==> config.mk <==
export PLATFORM = sky130hd
export DESIGN_NAME = addsub_flags
export DESIGN_NICKNAME = d
export VERILOG_FILES = /design/src/rtl/addsub_pkg.sv /design/src/rtl/addsub_gates.sv /design/src/rtl/addsub_cells.sv /design/src/rtl/addsub_flags.sv
export SDC_FILE = /design/constraint.sdc
export NUM_CORES = 1
export LEC_CHECK = 0
export CAP_MARGIN = 20
export CORE_ASPECT_RATIO = 1.1
export CORE_MARGIN = 5
export CORE_UTILIZATION = 37
export DETAILED_ROUTE_END_ITERATION = 12
export PLACE_DENSITY = 0.82
export SYNTH_ARGS = -nofsm -noshare
export SYNTH_HDL_FRONTEND = slang
export SYNTH_SLANG_ARGS = --single-unit
==> constraint.sdc <==
create_clock -name vclk -period 14.4
set_input_delay 2.88 -clock vclk [all_inputs]
set_output_delay 2.88 -clock vclk [all_outputs]
set_load 0.1 [all_outputs]
==> src/rtl/addsub_pkg.sv <==
package addsub_pkg;
  localparam int unsigned DATA_W  = 16;
  localparam int unsigned SLICE_W = 4;
endpackage

==> src/rtl/addsub_gates.sv <==
module gate_and2 (
  input  logic x,
  input  logic y,
  output logic z
);
  assign z = x & y;
endmodule

module gate_or2 (
  input  logic x,
  input  logic y,
  output logic z
);
  assign z = x | y;
endmodule

module gate_inv (
  input  logic x,
  output logic z
);
  assign z = ~x;
endmodule

// Exclusive OR composed from the three primitive gates: (x & ~y) | (~x & y)
module gate_xor2 (
  input  logic x,
  input  logic y,
  output logic z
);
  logic nx, ny, t0, t1;
  gate_inv  u_nx (.x(x),  .z(nx));
  gate_inv  u_ny (.x(y),  .z(ny));
  gate_and2 u_t0 (.x(x),  .y(ny), .z(t0));
  gate_and2 u_t1 (.x(nx), .y(y),  .z(t1));
  gate_or2  u_z  (.x(t0), .y(t1), .z(z));
endmodule

==> src/rtl/addsub_cells.sv <==
module half_add (
  input  logic x,
  input  logic y,
  output logic s,
  output logic c
);
  gate_xor2 u_s (.x(x), .y(y), .z(s));
  gate_and2 u_c (.x(x), .y(y), .z(c));
endmodule

module full_add (
  input  logic x,
  input  logic y,
  input  logic ci,
  output logic s,
  output logic co
);
  logic s0, c0, c1;
  half_add u_h0 (.x(x),  .y(y),  .s(s0), .c(c0));
  half_add u_h1 (.x(s0), .y(ci), .s(s),  .c(c1));
  gate_or2 u_co (.x(c0), .y(c1), .z(co));
endmodule

module ripple_slice #(
  parameter int unsigned W = addsub_pkg::SLICE_W
) (
  input  logic [W-1:0] x,
  input  logic [W-1:0] y,
  input  logic         ci,
  output logic [W-1:0] s,
  output logic         co
);
  logic [W:0] cc;
  assign cc[0] = ci;
  for (genvar i = 0; i < W; i++) begin : g_bit
    full_add u_fa (.x(x[i]), .y(y[i]), .ci(cc[i]), .s(s[i]), .co(cc[i+1]));
  end
  assign co = cc[W];
endmodule

module ripple_adder #(
  parameter int unsigned WIDTH = addsub_pkg::DATA_W,
  parameter int unsigned SLICE = addsub_pkg::SLICE_W
) (
  input  logic [WIDTH-1:0] x,
  input  logic [WIDTH-1:0] y,
  input  logic             ci,
  output logic [WIDTH-1:0] s,
  output logic             co
);
  localparam int unsigned NSL = WIDTH / SLICE;
  logic [NSL:0] sc;
  assign sc[0] = ci;
  for (genvar k = 0; k < NSL; k++) begin : g_slice
    ripple_slice #(.W(SLICE)) u_sl (
      .x (x[k*SLICE +: SLICE]),
      .y (y[k*SLICE +: SLICE]),
      .ci(sc[k]),
      .s (s[k*SLICE +: SLICE]),
      .co(sc[k+1])
    );
  end
  assign co = sc[NSL];
endmodule

==> src/rtl/addsub_flags.sv <==
module addsub_flags #(
  parameter int unsigned WIDTH = addsub_pkg::DATA_W,
  parameter int unsigned SLICE = addsub_pkg::SLICE_W
) (
  input  logic [WIDTH-1:0] a_i,
  input  logic [WIDTH-1:0] b_i,
  input  logic             op_sub_i,
  input  logic             signed_i,
  output logic [WIDTH-1:0] res_o,
  output logic             carry_o,
  output logic             borrow_o,
  output logic             ovf_o,
  output logic             valid_o
);
  localparam int unsigned MSB = WIDTH - 1;

  // conditional inversion of the second operand
  logic [WIDTH-1:0] b_eff;
  for (genvar i = 0; i < WIDTH; i++) begin : g_binv
    gate_xor2 u_bx (.x(b_i[i]), .y(op_sub_i), .z(b_eff[i]));
  end

  logic cout;
  ripple_adder #(.WIDTH(WIDTH), .SLICE(SLICE)) u_add (
    .x(a_i), .y(b_eff), .ci(op_sub_i), .s(res_o), .co(cout)
  );

  // carry into the top bit recovered from the top sum bit: c = s ^ a ^ b
  logic ab_top, c_msb, ovf_raw;
  gate_xor2 u_ab  (.x(a_i[MSB]), .y(b_eff[MSB]), .z(ab_top));
  gate_xor2 u_cm  (.x(res_o[MSB]), .y(ab_top), .z(c_msb));
  gate_xor2 u_ovf (.x(c_msb), .y(cout), .z(ovf_raw));

  logic n_sgn, n_sub, n_cout, uns_add, uns_sub, any_cb, any_flag;
  gate_inv  u_nsg (.x(signed_i), .z(n_sgn));
  gate_inv  u_nsb (.x(op_sub_i), .z(n_sub));
  gate_inv  u_nco (.x(cout),     .z(n_cout));
  gate_and2 u_ua  (.x(n_sgn), .y(n_sub),    .z(uns_add));
  gate_and2 u_us  (.x(n_sgn), .y(op_sub_i), .z(uns_sub));
  gate_and2 u_cf  (.x(uns_add), .y(cout),   .z(carry_o));
  gate_and2 u_bf  (.x(uns_sub), .y(n_cout), .z(borrow_o));
  gate_and2 u_of  (.x(signed_i), .y(ovf_raw), .z(ovf_o));
  gate_or2  u_o1  (.x(carry_o), .y(borrow_o), .z(any_cb));
  gate_or2  u_o2  (.x(any_cb),  .y(ovf_o),    .z(any_flag));
  gate_inv  u_vld (.x(any_flag), .z(valid_o));

  // behavioural cross-checks, independent of the gate network
  logic [WIDTH:0] ref_add, ref_sub;
  logic           b_top_eff, ovf_sign_rule;
  always_comb begin
    ref_add       = (WIDTH+1)'(a_i) + (WIDTH+1)'(b_i);
    ref_sub       = (WIDTH+1)'(a_i) - (WIDTH+1)'(b_i);
    b_top_eff     = op_sub_i ? !b_i[MSB] : b_i[MSB];
    ovf_sign_rule = (a_i[MSB] == b_top_eff) && (res_o[MSB] != a_i[MSB]);
    if (!op_sub_i) begin
      AST_ADD_SUM: assert (res_o == ref_add[WIDTH-1:0]) else $error("add sum mismatch");
    end
    if (op_sub_i) begin
      AST_SUB_DIFF: assert (res_o == ref_sub[WIDTH-1:0]) else $error("sub diff mismatch");
    end
    if (!signed_i && !op_sub_i) begin
      AST_UNS_CARRY: assert (carry_o == ref_add[WIDTH]) else $error("carry flag wrong");
    end
    if (!signed_i && op_sub_i) begin
      AST_UNS_BORROW: assert (borrow_o == (a_i < b_i)) else $error("borrow flag wrong");
    end
    if (signed_i) begin
      AST_SGN_OVF: assert (ovf_o == ovf_sign_rule) else $error("overflow flag wrong");
    end
    AST_FLAG_EXCL: assert ($onehot0({carry_o, borrow_o, ovf_o})) else $error("flags not exclusive");
    if (!signed_i) begin
      AST_UNS_VALID: assert (valid_o == (op_sub_i ? (a_i >= b_i) : !ref_add[WIDTH])) else $error("valid wrong");
    end
  end
endmodule

* After elaboration in Yosys (flattened, before gate mapping)
Index checks and enable logic that the tools add are counted.
** Word-level totals
- Register bits :: 0
- Input bits :: 34
- Word-level logic and storage cells :: 290
** Operators by class
- Bitwise logic cells :: 290
** Operator list (count)
- AND 1 bit :: 137
- NOT 1 bit :: 85
- bitwise OR 1 bit :: 68

* Longest topological paths before layout
- Word-level depth :: 48
- Mapped depth :: 21
- Gate-level depth less buffers :: 19

* Hierarchy
A second synthesis with hierarchy kept.
** Unflattened totals
- Cell total of the unflattened synthesis :: 314
- Area, all modules :: 1699.1 um^2
** Modules (own cells, without submodules)
- gate_and2 :: instances 139, cells each 1, area an instance 6.3 um^2
- gate_or2 :: instances 69, cells each 1, area an instance 6.3 um^2
- gate_inv :: instances 106, cells each 1, area an instance 3.8 um^2

* Worst setup path before layout
No wires, ideal clock.
- Kind :: in2out
- Start point :: input port op_sub_i
- End point :: output port valid_o
- Arrival :: 10888 ps
- Slack :: 632 ps
- Stages on the path :: 21
- Path buffers :: 2
- Cells stage by stage :: buf_4 buf_4 xnor2_1 fa_1 fa_1 fa_1 fa_1 fa_1 fa_1 fa_1 fa_1 fa_1 fa_1 fa_1 fa_1 fa_1 fa_1 inv_1 fa_1 xor3_1 a211oi_2
** On the way
- Longest elaborated chain between the ends :: 48
- Elaborated cells between the ends (all ways) :: 183
** RTL lines
- start, declared :: RTL line addsub_flags.sv:7 : input logic op_sub_i,
- NOT 1 bit :: RTL line addsub_gates.sv:21 : assign z = ~x;
- AND 1 bit :: RTL line addsub_gates.sv:6 : assign z = x & y;
- bitwise OR 1 bit :: RTL line addsub_gates.sv:14 : assign z = x | y;
- NOT 1 bit :: RTL line addsub_gates.sv:21
- AND 1 bit :: RTL line addsub_gates.sv:6
- bitwise OR 1 bit :: RTL line addsub_gates.sv:14
- AND 1 bit :: RTL line addsub_gates.sv:6
- bitwise OR 1 bit :: RTL line addsub_gates.sv:14
- [... 31 more ...]
- net u_add.g_slice[3].u_sl.g_bit[3].u_fa.s :: RTL line addsub_cells.sv:15 : output logic s,
- [... 1 more ...]
- AND 1 bit :: RTL line addsub_gates.sv:6
- bitwise OR 1 bit * :: RTL line addsub_gates.sv:14
- NOT 1 bit :: RTL line addsub_gates.sv:21
- AND 1 bit :: RTL line addsub_gates.sv:6
- bitwise OR 1 bit * :: RTL line addsub_gates.sv:14
- AND 1 bit * :: RTL line addsub_gates.sv:6
- bitwise OR 1 bit * :: RTL line addsub_gates.sv:14
- NOT 1 bit * :: RTL line addsub_gates.sv:21
- end, declared :: RTL line addsub_flags.sv:13 : output logic valid_o
Mark *: on every way through the listed nets, which the timed path passes. The rest lies on a longest branch.

* Worst setup path in the final report
- Start point :: input port op_sub_i
- End point :: output port valid_o
** On the way
- Longest elaborated chain between the ends :: 48
- Elaborated cells between the ends (all ways) :: 183
** RTL lines (RTL line)
- NOT 1 bit :: addsub_gates.sv:21
- AND 1 bit :: addsub_gates.sv:6
- bitwise OR 1 bit :: addsub_gates.sv:14
- NOT 1 bit :: addsub_gates.sv:21
- AND 1 bit :: addsub_gates.sv:6
- bitwise OR 1 bit :: addsub_gates.sv:14
- AND 1 bit :: addsub_gates.sv:6
- bitwise OR 1 bit :: addsub_gates.sv:14
- [... 32 more ...]
- AND 1 bit :: addsub_gates.sv:6
- bitwise OR 1 bit :: addsub_gates.sv:14
- NOT 1 bit :: addsub_gates.sv:21
- AND 1 bit :: addsub_gates.sv:6
- bitwise OR 1 bit :: addsub_gates.sv:14
- AND 1 bit :: addsub_gates.sv:6
- bitwise OR 1 bit * :: addsub_gates.sv:14
- NOT 1 bit * :: addsub_gates.sv:21
Every way passes the cells marked *; elsewhere a longest branch is shown, timed or not.

==> run metrics <==
status=completed; Net count, final=174; die area=3090 um^2; RSZ-0062 raised after global routing=false; DRC=0; slowest CP cell=clkdlybuf4s50_1; final WL=roughly 1700 um; largest net degree at the start of global routing=14; FFs & Latches=0; Syn Nets=135; Critical Path Max Stage Delay=roughly 630 ps; max cap viols=0; hold buffers post-CTS=0; Placed Cells=150; Min-Delay Path Class=in2out; Core Footprint=about 2000 um^2; buffers plus inverters on the worst setup path=3; aggregate global-route resource usage=a little under an eighth; Max Freq=0.0738 GHz; Critical Path End Type=primary output; Synth Area per Inst=between 9 and 10 um^2; post-synthesis sequential area ratio=0%; Post-CTS Setup Repair Bufs=0; average wire per standard cell=between 10 and 15 um; leading cell type in the layout, fill and taps excluded=clkdlybuf4s50_1; vias in the first global route=706; pre-CTS setup slack=791 ps; Non-Filler Instances=150; Initial Utilization=~38%; DRT Pass-1 Iters=2; # setup viols final=0; synthesized area=769 um^2; Pleak=roughly 0.57 nW; post-DP HPWL=roughly 1600 um; number of DRC markers in iteration 0=1; routability cong.=between 0.6 and 0.7; Die Y=about 58 um; CP arrival=approximately 11000 ps; most frequent cells in the layout=clkdlybuf4s50_1 (47), inv_1 (29), fa_1 (15); worst hold stages=3; Data required, critical path=about 12000 ps; register area=0 um^2; Total Power=between 0.15 and 0.2 mW; I/O Buffers=54; Fin Setup TNS=0 ps; Crit Path Class=in2out; Slew Limit Fails=0; DR vias=about 600; IO Pins=54; measured slew at the worst slew-check pin=978 ps; worst relative slew slack=between 30 and 40%; share of post-route cells with drive strength above 1=8.20%; ANT cells=0; # fillers=roughly 190; CP top delay family=adder cells; Min Clock Period, post-route=13540 ps; period utilization=between 90% and 100%; Util after Layout=between 60 and 70%; most frequent CP cell=fa_1; VDD IR max=0.106 mV; PwrDens=156 nW/um^2; DIE WIDTH=approximately 53 um; first-pass GRT wire length=approximately 2800 um; Final Hold Viols=0; row count=17; Startpoint Class=input port; Crit Path Max Fanout=6; area grow syn2layout=59.2%; Synth cell types=12; Synth Instances=85; vias per std cell=a little under 4; worst-path cell chain=clkdlybuf4s50_1, xnor2_1, fa_1, fa_1, fa_1, fa_1, fa_1, fa_1, fa_1, fa_1, fa_1, fa_1, fa_1, fa_1, fa_1, fa_1, inv_1, fa_1, xor3_1, a211oi_2, buf_12; post-route setup slack=roughly 860 ps; initial antenna violation count=0; Ys Warns=0; Worst path depth=21; ANT nets after route=0; layout clock buffer count=0; gr ovfl total=0; Post-CTS Resized=0
## layout make-up
cell class | count | area, um^2 | share of cell area [%]
tap | 28 | 35.0 | 2.86
inverter | 29 | 109 | 8.89
timing repair buffer | 55 | 556 | 45.4
multi-input combinational | 38 | 526 | 42.9
## report_power, final
group	switching, mW	total, mW	internal [mW]
Combinational	0.139	0.191	0.0522
Sequential	0	0	0
Clock	0	0	0
## cell usage after synthesis
cell       n  area, um^2
nor3b_1    1        7.51
ha_1       1        12.5
xor2_1     2        17.5
xnor2_1   14         123
fa_1      15         300
nor3b_2    1        12.5
and2_1     1        6.26
mux2i_1    1        10.0
inv_1     29         109
buf_4     18         135
xor3_1     1        23.8
a211oi_2   1        12.5
## per-stage QoR
step | area [um^2] | hold WS, ps
floorplan | 769 | 5950
global placement | 1220 | 6580
detailed placement | 1220 | 6610
CTS | 1220 | 6610
global route | 1220 | 6630
finish | 1220 | 6600
## path summary, 6_finish.rpt
path  endpoint  slack, ps  startpoint
max    valid_o        860    op_sub_i
min    valid_o       6600    signed_i
## metal layers
metal / track usage [%] / wire length (um)
met1: 11.6 / 546
met2: 22.6 / 923
met3: 3.60 / 195
met4: 0 / 0
met5: 0 / 0
## cells by family after synthesis
kind of cell	Yosys count	share of synthesized area, %
muxes	1	1.30
xor gates and xnor gates	17	21.3
adders and majority gates	16	40.7
AOI/OAI and AO/OA	1	1.63
and+or+nand+nor	3	3.42
buffers and inverters	47	31.7
Note: power is estimated with default switching activity, not from simulation.
